### src/rtl/fspin_pkg.sv
// Package: shared encodings for the frame-sync pin multiplexer.
// Assumes two pins: index 0 is the receive-side pin, index 1 the transmit side.
package fspin_pkg;
    localparam int NPINS = 2;

    // GPIO mode field per pin.
    typedef enum logic [1:0] {
        GP_OFF  = 2'b00,
        GP_IN   = 2'b01,
        GP_OUT  = 2'b10,
        GP_OFF2 = 2'b11
    } gpio_mode_t;

    // Role taken by the receive-side pin under serial-port ownership.
    typedef enum logic [2:0] {
        RP_FS_OUT,
        RP_FS_IN,
        RP_FLAG_OUT,
        RP_FLAG_IN,
        RP_BUF_EN,
        RP_IDLE
    } rx_role_t;
endpackage

### src/rtl/fspin_sync.sv
// Module: multi-stage synchronizer for a vector of pin inputs.
// Assumes STAGES >= 2; reset clears every stage to 0.
module fspin_sync #(
    parameter int W      = 2,
    parameter int STAGES = 2
) (
    input  logic         clk,
    input  logic         rst_n,
    input  logic [W-1:0] d,
    output logic [W-1:0] q
);
    logic [STAGES-1:0][W-1:0] chain;

    // Shift the inputs through the stage chain.
    always_ff @(posedge clk) begin
        if (!rst_n) chain <= '0;
        else        chain <= {chain[STAGES-2:0], d};
    end

    assign q = chain[STAGES-1];
endmodule

### src/rtl/fspin_gpio_cell.sv
// Module: GPIO cell for one frame-sync pin.
// Decides the GPIO drive and gates the raw pin input. A disconnected
// pin reads 0 internally. Assumes the caller overrides drive when the
// serial port owns the pin.
module fspin_gpio_cell
    import fspin_pkg::*;
(
    input  logic       owned,     // serial port owns the pin
    input  logic [1:0] mode,
    input  logic       drv_val,
    input  logic       pin_raw,
    input  logic       synced,    // synchronized gated input
    output logic       gated,     // raw input after disconnect gating
    output logic       gp_oe,
    output logic       gp_o,
    output logic       gp_in
);
    gpio_mode_t m;

    // Decode the mode field and form the GPIO-side signals.
    always_comb begin
        m     = gpio_mode_t'(mode);
        gated = (owned || m == GP_IN) ? pin_raw : 1'b0;
        gp_oe = !owned && (m == GP_OUT);
        gp_o  = gp_oe ? drv_val : 1'b0;
        gp_in = (!owned && m == GP_IN) ? synced : 1'b0;
    end
endmodule

### src/rtl/fspin_flag.sv
// Module: serial flag latch and capture.
// Picks the framing event (frame strobe in normal mode, slot strobe in
// network mode), reloads the output flag copy on it, and captures the
// synchronized pin value into the input flag when capture is enabled.
module fspin_flag (
    input  logic clk,
    input  logic rst_n,
    input  logic net_mode,
    input  logic frame_evt,
    input  logic slot_evt,
    input  logic of_bit,
    input  logic cap_en,
    input  logic cap_val,
    output logic of_q,
    output logic if_q
);
    logic evt;

    // Select the event that paces flag transfer.
    always_comb evt = net_mode ? slot_evt : frame_evt;

    // Reload the output flag copy on each framing event.
    always_ff @(posedge clk) begin
        if (!rst_n)   of_q <= 1'b0;
        else if (evt) of_q <= of_bit;
    end

    // Capture the input flag on a framing event in input-flag mode.
    always_ff @(posedge clk) begin
        if (!rst_n)            if_q <= 1'b0;
        else if (evt && cap_en) if_q <= cap_val;
    end

    // without the selected event the output flag copy holds.
    a_r4_of_hold: assert property (@(posedge clk) disable iff (!rst_n)
        !(net_mode ? slot_evt : frame_evt) |=> $stable(of_q));

    // on the selected event the copy takes the control bit.
    a_r4_of_load: assert property (@(posedge clk) disable iff (!rst_n)
        (net_mode ? slot_evt : frame_evt) |=> (of_q == $past(of_bit)));

    // the input flag only moves on an enabled capture.
    a_r5_if_hold: assert property (@(posedge clk) disable iff (!rst_n)
        !(cap_en && (net_mode ? slot_evt : frame_evt)) |=> $stable(if_q));
endmodule

### src/rtl/fspin_mux.sv
// Module: frame-sync pin multiplexer, top level.
// Chooses the role of both frame-sync pins. Registers the pin drive
// (one cycle of latency, cleared by reset). Returns the receiver and
// transmitter frame syncs, synchronized GPIO inputs and the serial flags.
// Assumes the framing strobes and internal frame syncs share clk.
module fspin_mux
    import fspin_pkg::*;
#(
    parameter int SYNC_STAGES = 2
) (
    input  logic             clk,
    input  logic             rst_n,
    input  logic             cfg_sync,
    input  logic             cfg_bufen,
    input  logic             cfg_rdir,
    input  logic             cfg_tdir,
    input  logic             cfg_net,
    input  logic [1:0]       pin_func,
    input  logic [3:0]       gpio_mode,
    input  logic [1:0]       gpio_out,
    input  logic             of_bit,
    input  logic             tx_run,
    input  logic             fs_rx_int,
    input  logic             fs_tx_int,
    input  logic             frame_evt,
    input  logic             slot_evt,
    input  logic             tx_slot_act,
    input  logic [1:0]       pin_i,
    output logic [1:0]       pin_o,
    output logic [1:0]       pin_oe,
    output logic             rx_fs,
    output logic             tx_fs,
    output logic             if_flag,
    output logic [1:0]       gpio_in
);
    localparam int W = NPINS;

    logic [W-1:0] gated, synced, gp_oe, gp_o;
    logic [W-1:0] nxt_o, nxt_oe;
    logic         of_q;
    logic         rxa_fs;
    rx_role_t     role;

    // Per-pin GPIO cells.
    for (genvar i = 0; i < W; i++) begin : g_pin
        fspin_gpio_cell u_cell (
            .owned   (pin_func[i]),
            .mode    (gpio_mode[2*i +: 2]),
            .drv_val (gpio_out[i]),
            .pin_raw (pin_i[i]),
            .synced  (synced[i]),
            .gated   (gated[i]),
            .gp_oe   (gp_oe[i]),
            .gp_o    (gp_o[i]),
            .gp_in   (gpio_in[i])
        );

        // a disconnected GPIO pin is never driven.
        a_r7_off_no_oe: assert property (@(posedge clk) disable iff (!rst_n)
            (!pin_func[i] && (gpio_mode[2*i +: 2] == 2'b00 || gpio_mode[2*i +: 2] == 2'b11))
            |=> !pin_oe[i]);
    end

    fspin_sync #(.W(W), .STAGES(SYNC_STAGES)) u_sync (
        .clk   (clk),
        .rst_n (rst_n),
        .d     (gated),
        .q     (synced)
    );

    // Role of the receive-side pin under serial-port ownership.
    always_comb begin
        if (!cfg_sync)                  role = cfg_rdir ? RP_FS_OUT : RP_FS_IN;
        else if (!cfg_bufen)            role = cfg_rdir ? RP_FLAG_OUT : RP_FLAG_IN;
        else if (cfg_rdir)              role = RP_BUF_EN;
        else                            role = RP_IDLE;
    end

    fspin_flag u_flag (
        .clk       (clk),
        .rst_n     (rst_n),
        .net_mode  (cfg_net),
        .frame_evt (frame_evt),
        .slot_evt  (slot_evt),
        .of_bit    (of_bit),
        .cap_en    (pin_func[0] && role == RP_FLAG_IN),
        .cap_val   (synced[0]),
        .of_q      (of_q),
        .if_q      (if_flag)
    );

    // Next drive of the receive-side pin.
    always_comb begin
        nxt_oe[0] = gp_oe[0];
        nxt_o[0]  = gp_o[0];
        if (pin_func[0]) begin
            unique case (role)
                RP_FS_OUT:   begin nxt_oe[0] = 1'b1; nxt_o[0] = fs_rx_int;            end
                RP_FLAG_OUT: begin nxt_oe[0] = 1'b1; nxt_o[0] = of_q;                 end
                RP_BUF_EN:   begin nxt_oe[0] = 1'b1; nxt_o[0] = tx_slot_act & tx_run; end
                default:     begin nxt_oe[0] = 1'b0; nxt_o[0] = 1'b0;                 end
            endcase
        end
    end

    // Next drive of the transmit-side pin.
    always_comb begin
        if (pin_func[1]) begin
            nxt_oe[1] = cfg_tdir;
            nxt_o[1]  = cfg_tdir & fs_tx_int;
        end else begin
            nxt_oe[1] = gp_oe[1];
            nxt_o[1]  = gp_o[1];
        end
    end

    // Register the pin drive; reset leaves both pins undriven.
    always_ff @(posedge clk) begin
        if (!rst_n) begin
            pin_o  <= '0;
            pin_oe <= '0;
        end else begin
            pin_o  <= nxt_o;
            pin_oe <= nxt_oe;
        end
    end

    // Frame syncs handed to the receiver and the transmitter.
    always_comb begin
        tx_fs  = pin_func[1] ? (cfg_tdir ? fs_tx_int : gated[1]) : 1'b0;
        rxa_fs = (pin_func[0] && !cfg_sync) ? (cfg_rdir ? fs_rx_int : gated[0]) : 1'b0;
        rx_fs  = cfg_sync ? tx_fs : rxa_fs;
    end

    // the buffer enable is low while the transmitter is held in reset.
    a_r6_be_off: assert property (@(posedge clk) disable iff (!rst_n)
        (pin_func[0] && cfg_sync && cfg_bufen && cfg_rdir && !tx_run) |=> (pin_oe[0] && !pin_o[0]));

    // an input receive frame sync reaches the receiver unchanged.
    a_r2_rx_follow: assert property (@(posedge clk) disable iff (!rst_n)
        (pin_func[0] && !cfg_sync && !cfg_rdir) |-> (rx_fs == pin_i[0]));

    // an undriven pin carries a zero value.
    a_r8_quiet: assert property (@(posedge clk) disable iff (!rst_n)
        !pin_oe[1] |-> !pin_o[1]);
endmodule

### config.mk
export PLATFORM = sky130hd
export DESIGN_NAME = fspin_mux
export DESIGN_NICKNAME = d
export VERILOG_FILES = /design/src/rtl/fspin_pkg.sv /design/src/rtl/fspin_sync.sv /design/src/rtl/fspin_gpio_cell.sv /design/src/rtl/fspin_flag.sv /design/src/rtl/fspin_mux.sv
export SDC_FILE = /design/constraint.sdc
export NUM_CORES = 1
export LEC_CHECK = 0
export CAP_MARGIN = 20
export CORE_MARGIN = 2
export CORE_UTILIZATION = 30
export DETAILED_ROUTE_END_ITERATION = 16
export PLACE_DENSITY = 0.73
export SLEW_MARGIN = 20
export SYNTH_ARGS = -nofsm -noshare
export SYNTH_HDL_FRONTEND = slang
export SYNTH_SLANG_ARGS = --single-unit
### constraint.sdc
create_clock -name clk -period 1.07 [get_ports clk]
set_clock_uncertainty 0.15 [all_clocks]
set_input_delay 0.321 -clock clk [delete_from_list [all_inputs] [get_ports clk]]
set_output_delay 0.321 -clock clk [all_outputs]
set_load 0.05 [all_outputs]
==> flow_summary_export.csv, run 1 <==
group,metric,value,unit
outcome,status,"finished with violations",
outcome,violations,"negative setup slack",
floorplanning,die_area,0.00193,sq mm
cells_and_area,drive_above_1_share,64.3,%
place,post-place-ws,-931,ps
global_routing,grt_pass1_vias,594,
timing,setup_viol,11,
yosys,synth-seq-cells,10,
yosys,ys.flop_type,"dfxtp_1",
setup_path,cp_data_required_time,600,ps
yosys,syn_nets,72,
power_and_ir_drop,vdd_ir_drop_max,559,uV
clocking,cts_sinks,10,
clocking,numCtsBuffers,3,
cells_and_area,final_area,0.00113,sq mm
timing,tightest_slew,204,ps
route,remaining_drc_errors,0,
setup_path,path_buf_inv,2,
clocking,cts_tree,"yes",
timing,setup-tns-final,-2160,ps
yosys,ys_async_sr_fraction,0,%
yosys,synthCells,48,
setup_path,crit_chain,"buf_8 -> mux2i_4 -> nor2b_4 -> a21o_4 -> buf_12",
cells_and_area,fin_nets,124,
yosys,ys_warn_count,0,
setup_path,critPathSlowestCell,"mux2i_4",
route,wl_per_cell,15.0,um
flow_run,maxCapViolations,0,
timing,post-route-period-util,141,%
setup_path,crit_path_end_kind,"primary output",
cells_and_area,area_delta_synth_final,137,%
setup_path,cp.depth,5,
floorplanning,num_rows,14,
clocking,clockRootBuffer,"clkbuf_4",
route,viasPerCell,4.93,
timing,fmax,665,MHz
yosys,syn-cell-area,478,sq um
setup_path,slowest_delay,230,ps
yosys,synth_commonest_cells,"10 x dfxtp_1, 7 x nor2b_1, 5 x mux2i_1",
global_routing,grt.overflow.total,0,
floorplanning,ios,33,
place,port_buffers,32,
clocking,clock_latency,260,ps
floorplanning,die_w,43.9,um
floorplanning,design.core.area,0.00151,sq mm
min_path,hold_class,"input pin to flop",
timing,period_needed,1500,ps
clocking,htree_num_levels,1,
route,final_antenna_net_count,0,
timing,hold_viol,0,
setup_path,reg2reg_depth,3,
power_and_ir_drop,powerDensity,882,mW/mm^2
global_routing,grt_pass1_wl,2530,um
timing,max-slew-margin-rel,86.1,%
clocking,hold_buffers,0,
route,drtIter0Drc,12,
yosys,synth_top_area_share,41.9,%
place,place_area,1000,sq um
route,vias,562,
min_path,whs_endpoint,"u_sync.chain[0]$_SDFF_PN0_",
place,place_congestion,0.785,
yosys,yosys-top-cells-area,"dfxtp_1 42%, mux2i_1 10%, nor2b_1 9.2%",
cells_and_area,fill_cells,106,
timing,layout_setup_ws,-434,ps
route,routed_wirelength,1710,um
setup_path,start_kind,"input pin",
yosys,syn_area_per_cell,9.96,sq um
yosys,yosysTopAreaCell,"dfxtp_1",
setup_path,timing.rr.start,"u_flag.of_q$_SDFFE_PN0P_",
clocking,clkSlewWorstSetupHoldPaths,60,ps
setup_path,crit_arrival,1030,ps
place,post-dp-hpwl,1170,um
route,firstDrtPassIters,4,
yosys,synth_edf_count,0,
setup_path,path_max_fanout,2,
floorplanning,die_h,43.9,um
min_path,min_path_cells,2,
global_routing,grt_max_degree,7,
setup_path,rrSetupSlack,130,ps
yosys,synth_cell_types,21,
cells_and_area,antenna_cells,0,
setup_path,rr_endpoint,"pin_o[0]$_SDFF_PN0_",
clocking,clk_path_buf_depth,2,
global_routing,antenna_found_initial,0,
timing,rsz0062_at_grt,"yes",
power_and_ir_drop,power.leakage,0.532,nW
floorplanning,start_util,31.7,%
global_routing,global_route.usage.total,18.7,%
yosys,synth_seq_area_share,41.9,%
timing,maxSlewViolCount,0,
setup_path,crit_family,"multiplexers",
min_path,hp-start,"pin_i[0]",
setup_path,crit_type,"input pin to primary output",
yosys,synth_most_common_cell,"dfxtp_1",
## repair_timing
action	CTS	global route
gates resized for setup	83	12
setup buffers	5	3
setup endpoints to repair	17	13
gates cloned	1	0
pin swaps	8	5
## kinds of logic (layout without fill, tap and decap cells)
| logic type | Yosys count | count (layout) | synth area share, % |
|---|---|---|---|
| simple gates | 21 | 21 | 28.8 |
| buf+inv | 3 | 53 | 3.93 |
| mux | 5 | 5 | 10.5 |
| compound gates | 9 | 9 | 14.9 |
| flops | 10 | 10 | 41.9 |
## registers in the layout, summed over array words and instances, names as in the netlist
register and count:
u_sync.chain 2, u_flag.of_q 1, u_sync.q 2, u_flag.if_q 1, pin_o 2, pin_oe 2
## worst reg2reg max path, stage by stage (launching register included)
cell	delay [ps]
dfxtp_1	320
nand2b_1	70
a31oi_1	90
a41o_1	210
## per-layer routing
| layer | routed length (um) | GRT usage [%] | share of wire [%] |
|---|---|---|---|
| met1 | 640 | 18.1 | 37 |
| met2 | 908 | 32.4 | 53 |
| met3 | 111 | 5.42 | 6.5 |
| met4 | 49 | 15.2 | 2.9 |
| met5 | 0 | 0 | 0 |
## cells in the final DEF, fill, tap and decap left out, types with 2 or more instances in the layout
| cell type | n |
|---|---|
| and3b_2 | 2 |
| a31oi_1 | 2 |
| mux2i_1 | 3 |
| nor2b_1 | 4 |
| dfxtp_1 | 4 |
| and2_1 | 2 |
| buf_6 | 8 |
| nor2b_4 | 3 |
| mux2i_4 | 2 |
| dlygate4sd2_1 | 5 |
| clkdlybuf4s50_1 | 2 |
| buf_12 | 9 |
| nand2_1 | 2 |
| buf_2 | 11 |
| o211a_1 | 2 |
| buf_4 | 11 |
| clkbuf_4 | 3 |
| clkdlybuf4s15_1 | 2 |
| buf_8 | 2 |
| dfxtp_2 | 6 |
## final cells by class
class                      instances  area [sq um]  area share, %
sequential                        10           208           18.4
clock buffer                       3          22.5           1.99
multi-input combinational         35           359           31.7
tap                               16          20.0           1.77
timing repair buffer              50           522           46.1
## per-stage QoR
stage	utilization [%]	cells	power [mW]	hold slack (ps)
final	75.1	114	0.998	165
after global routing	75.1	114	1.06	158
after CTS	71.3	112	0.980	154
after detailed placement	66.4	103	0.721	273
after global placement	66.4	103	0.716	267
after floorplan	-	48	0.516	262
## how the worst max path moves through the flow
stage / from / endpoint / slack (ps)
6_report: cfg_tdir / rx_fs / -430
5_1_grt: cfg_tdir / rx_fs / -460
4_1_cts: cfg_tdir / rx_fs / -450
3_5_place_dp: cfg_tdir / rx_fs / -930
3_3_place_gp: cfg_tdir / rx_fs / -920
2_1_floorplan: cfg_tdir / rx_fs / -440
## power by group
| group | internal, mW | total [mW] | switching [mW] |
|---|---|---|---|
| registers | 0.391 | 0.400 | 0.00934 |
| clock network | 0.129 | 0.246 | 0.117 |
| logic | 0.202 | 0.352 | 0.150 |
| total | 0.722 | 0.998 | 0.276 |
(Power assumes the default switching activity.)
==> run 2, diff against run 1 <==
--- a/config.mk
+++ b/config.mk
@@ -6,9 +6,10 @@
 export NUM_CORES = 1
 export LEC_CHECK = 0
 export CAP_MARGIN = 20
-export CORE_MARGIN = 2
 export CORE_UTILIZATION = 30
+export CTS_CLUSTER_SIZE = 40
 export DETAILED_ROUTE_END_ITERATION = 16
+export GPL_TIMING_DRIVEN = 0
 export PLACE_DENSITY = 0.73
 export SLEW_MARGIN = 20
 export SYNTH_ARGS = -nofsm -noshare
==> flow_summary_export.csv, run 2 (synthesized netlist as in run 1, its figures left out) <==
group,metric,value,unit
timing,maxSlewViolCount,0,
setup_path,crit_type,"input pin to primary output",
timing,setup_viol,9,
power_and_ir_drop,swShare,27.7,%
place,port_buffers,32,
power_and_ir_drop,switching_power,0.256,mW
power_and_ir_drop,power_frac_clock,26.7,%
power_and_ir_drop,powerDensity,986,mW/mm^2
setup_path,slowest_delay,220,ps
floorplanning,start_util,32.1,%
clocking,clock_latency,260,ps
power_and_ir_drop,vdd_ir_drop_max,734,uV
timing,setup-tns-final,-2090,ps
setup_path,start_kind,"input pin",
timing,max-slew-margin-rel,84.2,%
outcome,status,"finished with violations",
clocking,clkSlewWorstSetupHoldPaths,60,ps
clocking,htree_num_levels,1,
power_and_ir_drop,power.leakage,0.445,nW
setup_path,crit_path_end_kind,"primary output",
cells_and_area,final_common_cell,"buf_2",
cells_and_area,fin_nets,112,
place,place_congestion,0.687,
global_routing,grt_pass1_wl,2230,um
setup_path,crit_top_cell,"buf_8",
global_routing,global_route.usage.total,17.2,%
route,firstDrtPassIters,5,
floorplanning,num_rows,14,
setup_path,crit_family,"buffers and inverters",
setup_path,critPathSlowestCell,"mux2i_4",
cells_and_area,antenna_cells,0,
timing,fmax,666,MHz
setup_path,path_buf_inv,2,
route,remaining_drc_errors,0,
floorplanning,design.core.area,0.00149,sq mm
cells_and_area,fin_util,63.1,%
global_routing,antenna_found_initial,0,
place,post-place-ws,-1530,ps
route,vias,504,
clocking,numCtsBuffers,3,
global_routing,grt_max_degree,8,
flow_run,maxCapViolations,0,
timing,period_needed,1500,ps
cells_and_area,final_area,940,sq um
power_and_ir_drop,pwr-share-comb,30.5,%
min_path,hold_class,"input pin to flop",
global_routing,grt_pass1_vias,517,
timing,hold_viol,0,
clocking,clk_path_buf_depth,2,
place,place_area,861,sq um
timing,layout_setup_ws,-431,ps
cells_and_area,layout.cells.non_filler,102,
route,drtIter0Drc,3,
route,final_antenna_net_count,0,
route,routed_wirelength,1330,um
setup_path,crit_chain,"buf_8 -> mux2i_4 -> nor2b_4 -> a21o_4 -> buf_8",
floorplanning,die_h,41.9,um
setup_path,cp_data_required_time,600,ps
route,wl_per_cell,13.0,um
power_and_ir_drop,seqPwrFrac,42.8,%
place,dp.cells,96,
cells_and_area,drive_above_1_share,58.1,%
clocking,cts_tree,"yes",
setup_path,crit_arrival,1030,ps
outcome,violations,"negative setup slack",
clocking,clockRootBuffer,"clkbuf_4",
timing,rsz0062_at_grt,"yes",
route,viasPerCell,4.94,
floorplanning,die_w,41.9,um
clocking,cts_sinks,10,
floorplanning,die_area,0.00176,sq mm
floorplanning,ios,33,
cells_and_area,area_delta_synth_final,96.6,%
setup_path,path_max_fanout,2,
timing,post-route-period-util,140,%
cells_and_area,final_cell_mix,"11 x buf_2, 7 x buf_6, 6 x buf_8, 6 x dfxtp_2",
global_routing,grt.overflow.total,0,
timing,tightest_slew,235,ps
power_and_ir_drop,p_int,0.671,mW
clocking,hold_buffers,0,
## run 2: power by group through the flow
stage / clock (mW) / combinational [mW] / sequential, mW
final: 0.247 / 0.283 / 0.397
after global routing: 0.268 / 0.300 / 0.398
after CTS: 0.252 / 0.285 / 0.397
after detailed placement: 0 / 0.254 / 0.401
after global placement: 0 / 0.252 / 0.401
after floorplan: 0 / 0.0883 / 0.427
## run 2: worst paths after layout
| check | depth (start not counted) | slack [ps] | startpoint | to |
|---|---|---|---|---|
| max reg2reg | 3 | 150 | u_flag.of_q$_SDFFE_PN0P_ | pin_o[0]$_SDFF_PN0_ |
| min | 2 | 160 | pin_i[0] | u_sync.chain[0]$_SDFF_PN0_ |
| min reg2reg | 1 | 280 | u_sync.chain[1]$_SDFF_PN0_ | u_sync.q[1]$_SDFF_PN0_ |
| max | 5 | -430 | cfg_tdir | rx_fs |
## run 2: worst register-to-register path, cell delays in order, from the launching register on
cell	delay, ps
dfxtp_1	310
nand2b_1	70
a31oi_1	80
a41o_1	200
## run 2: timing repair
item,in CTS,in global routing
pin swaps,7,4
hold endpoints to repair,0,0
endpoints found under the setup margin,19,11
gates cloned,1,0
resized for setup,157,2
setup buffers,4,0
## run 2: through the flow
stage / hold slack, ps / total power [mW]
floorplan: 262 / 0.516
global placement: 265 / 0.653
detailed placement: 267 / 0.656
CTS: 167 / 0.934
global route: 166 / 0.967
finish: 164 / 0.927
## run 2: layout make-up
class	count	area [sq um]
Fill cell	131	549
Multi-Input combinational cell	35	344
Timing Repair Buffer	37	332
Sequential cell	10	208
Clock buffer	3	22.5
Tap cell	16	20.0
Buffer	1	13.8
## run 2: layer usage
| metal | GRT usage, % | vias up | share of wire (%) |
|---|---|---|---|
| met4 | 11.6 | 0 | 2.9 |
| met3 | 6.09 | 4 | 9.1 |
| met5 | 0 | - | 0 |
| met2 | 28.7 | 29 | 49 |
| li1 | - | 251 | - |
| met1 | 17.8 | 220 | 39 |
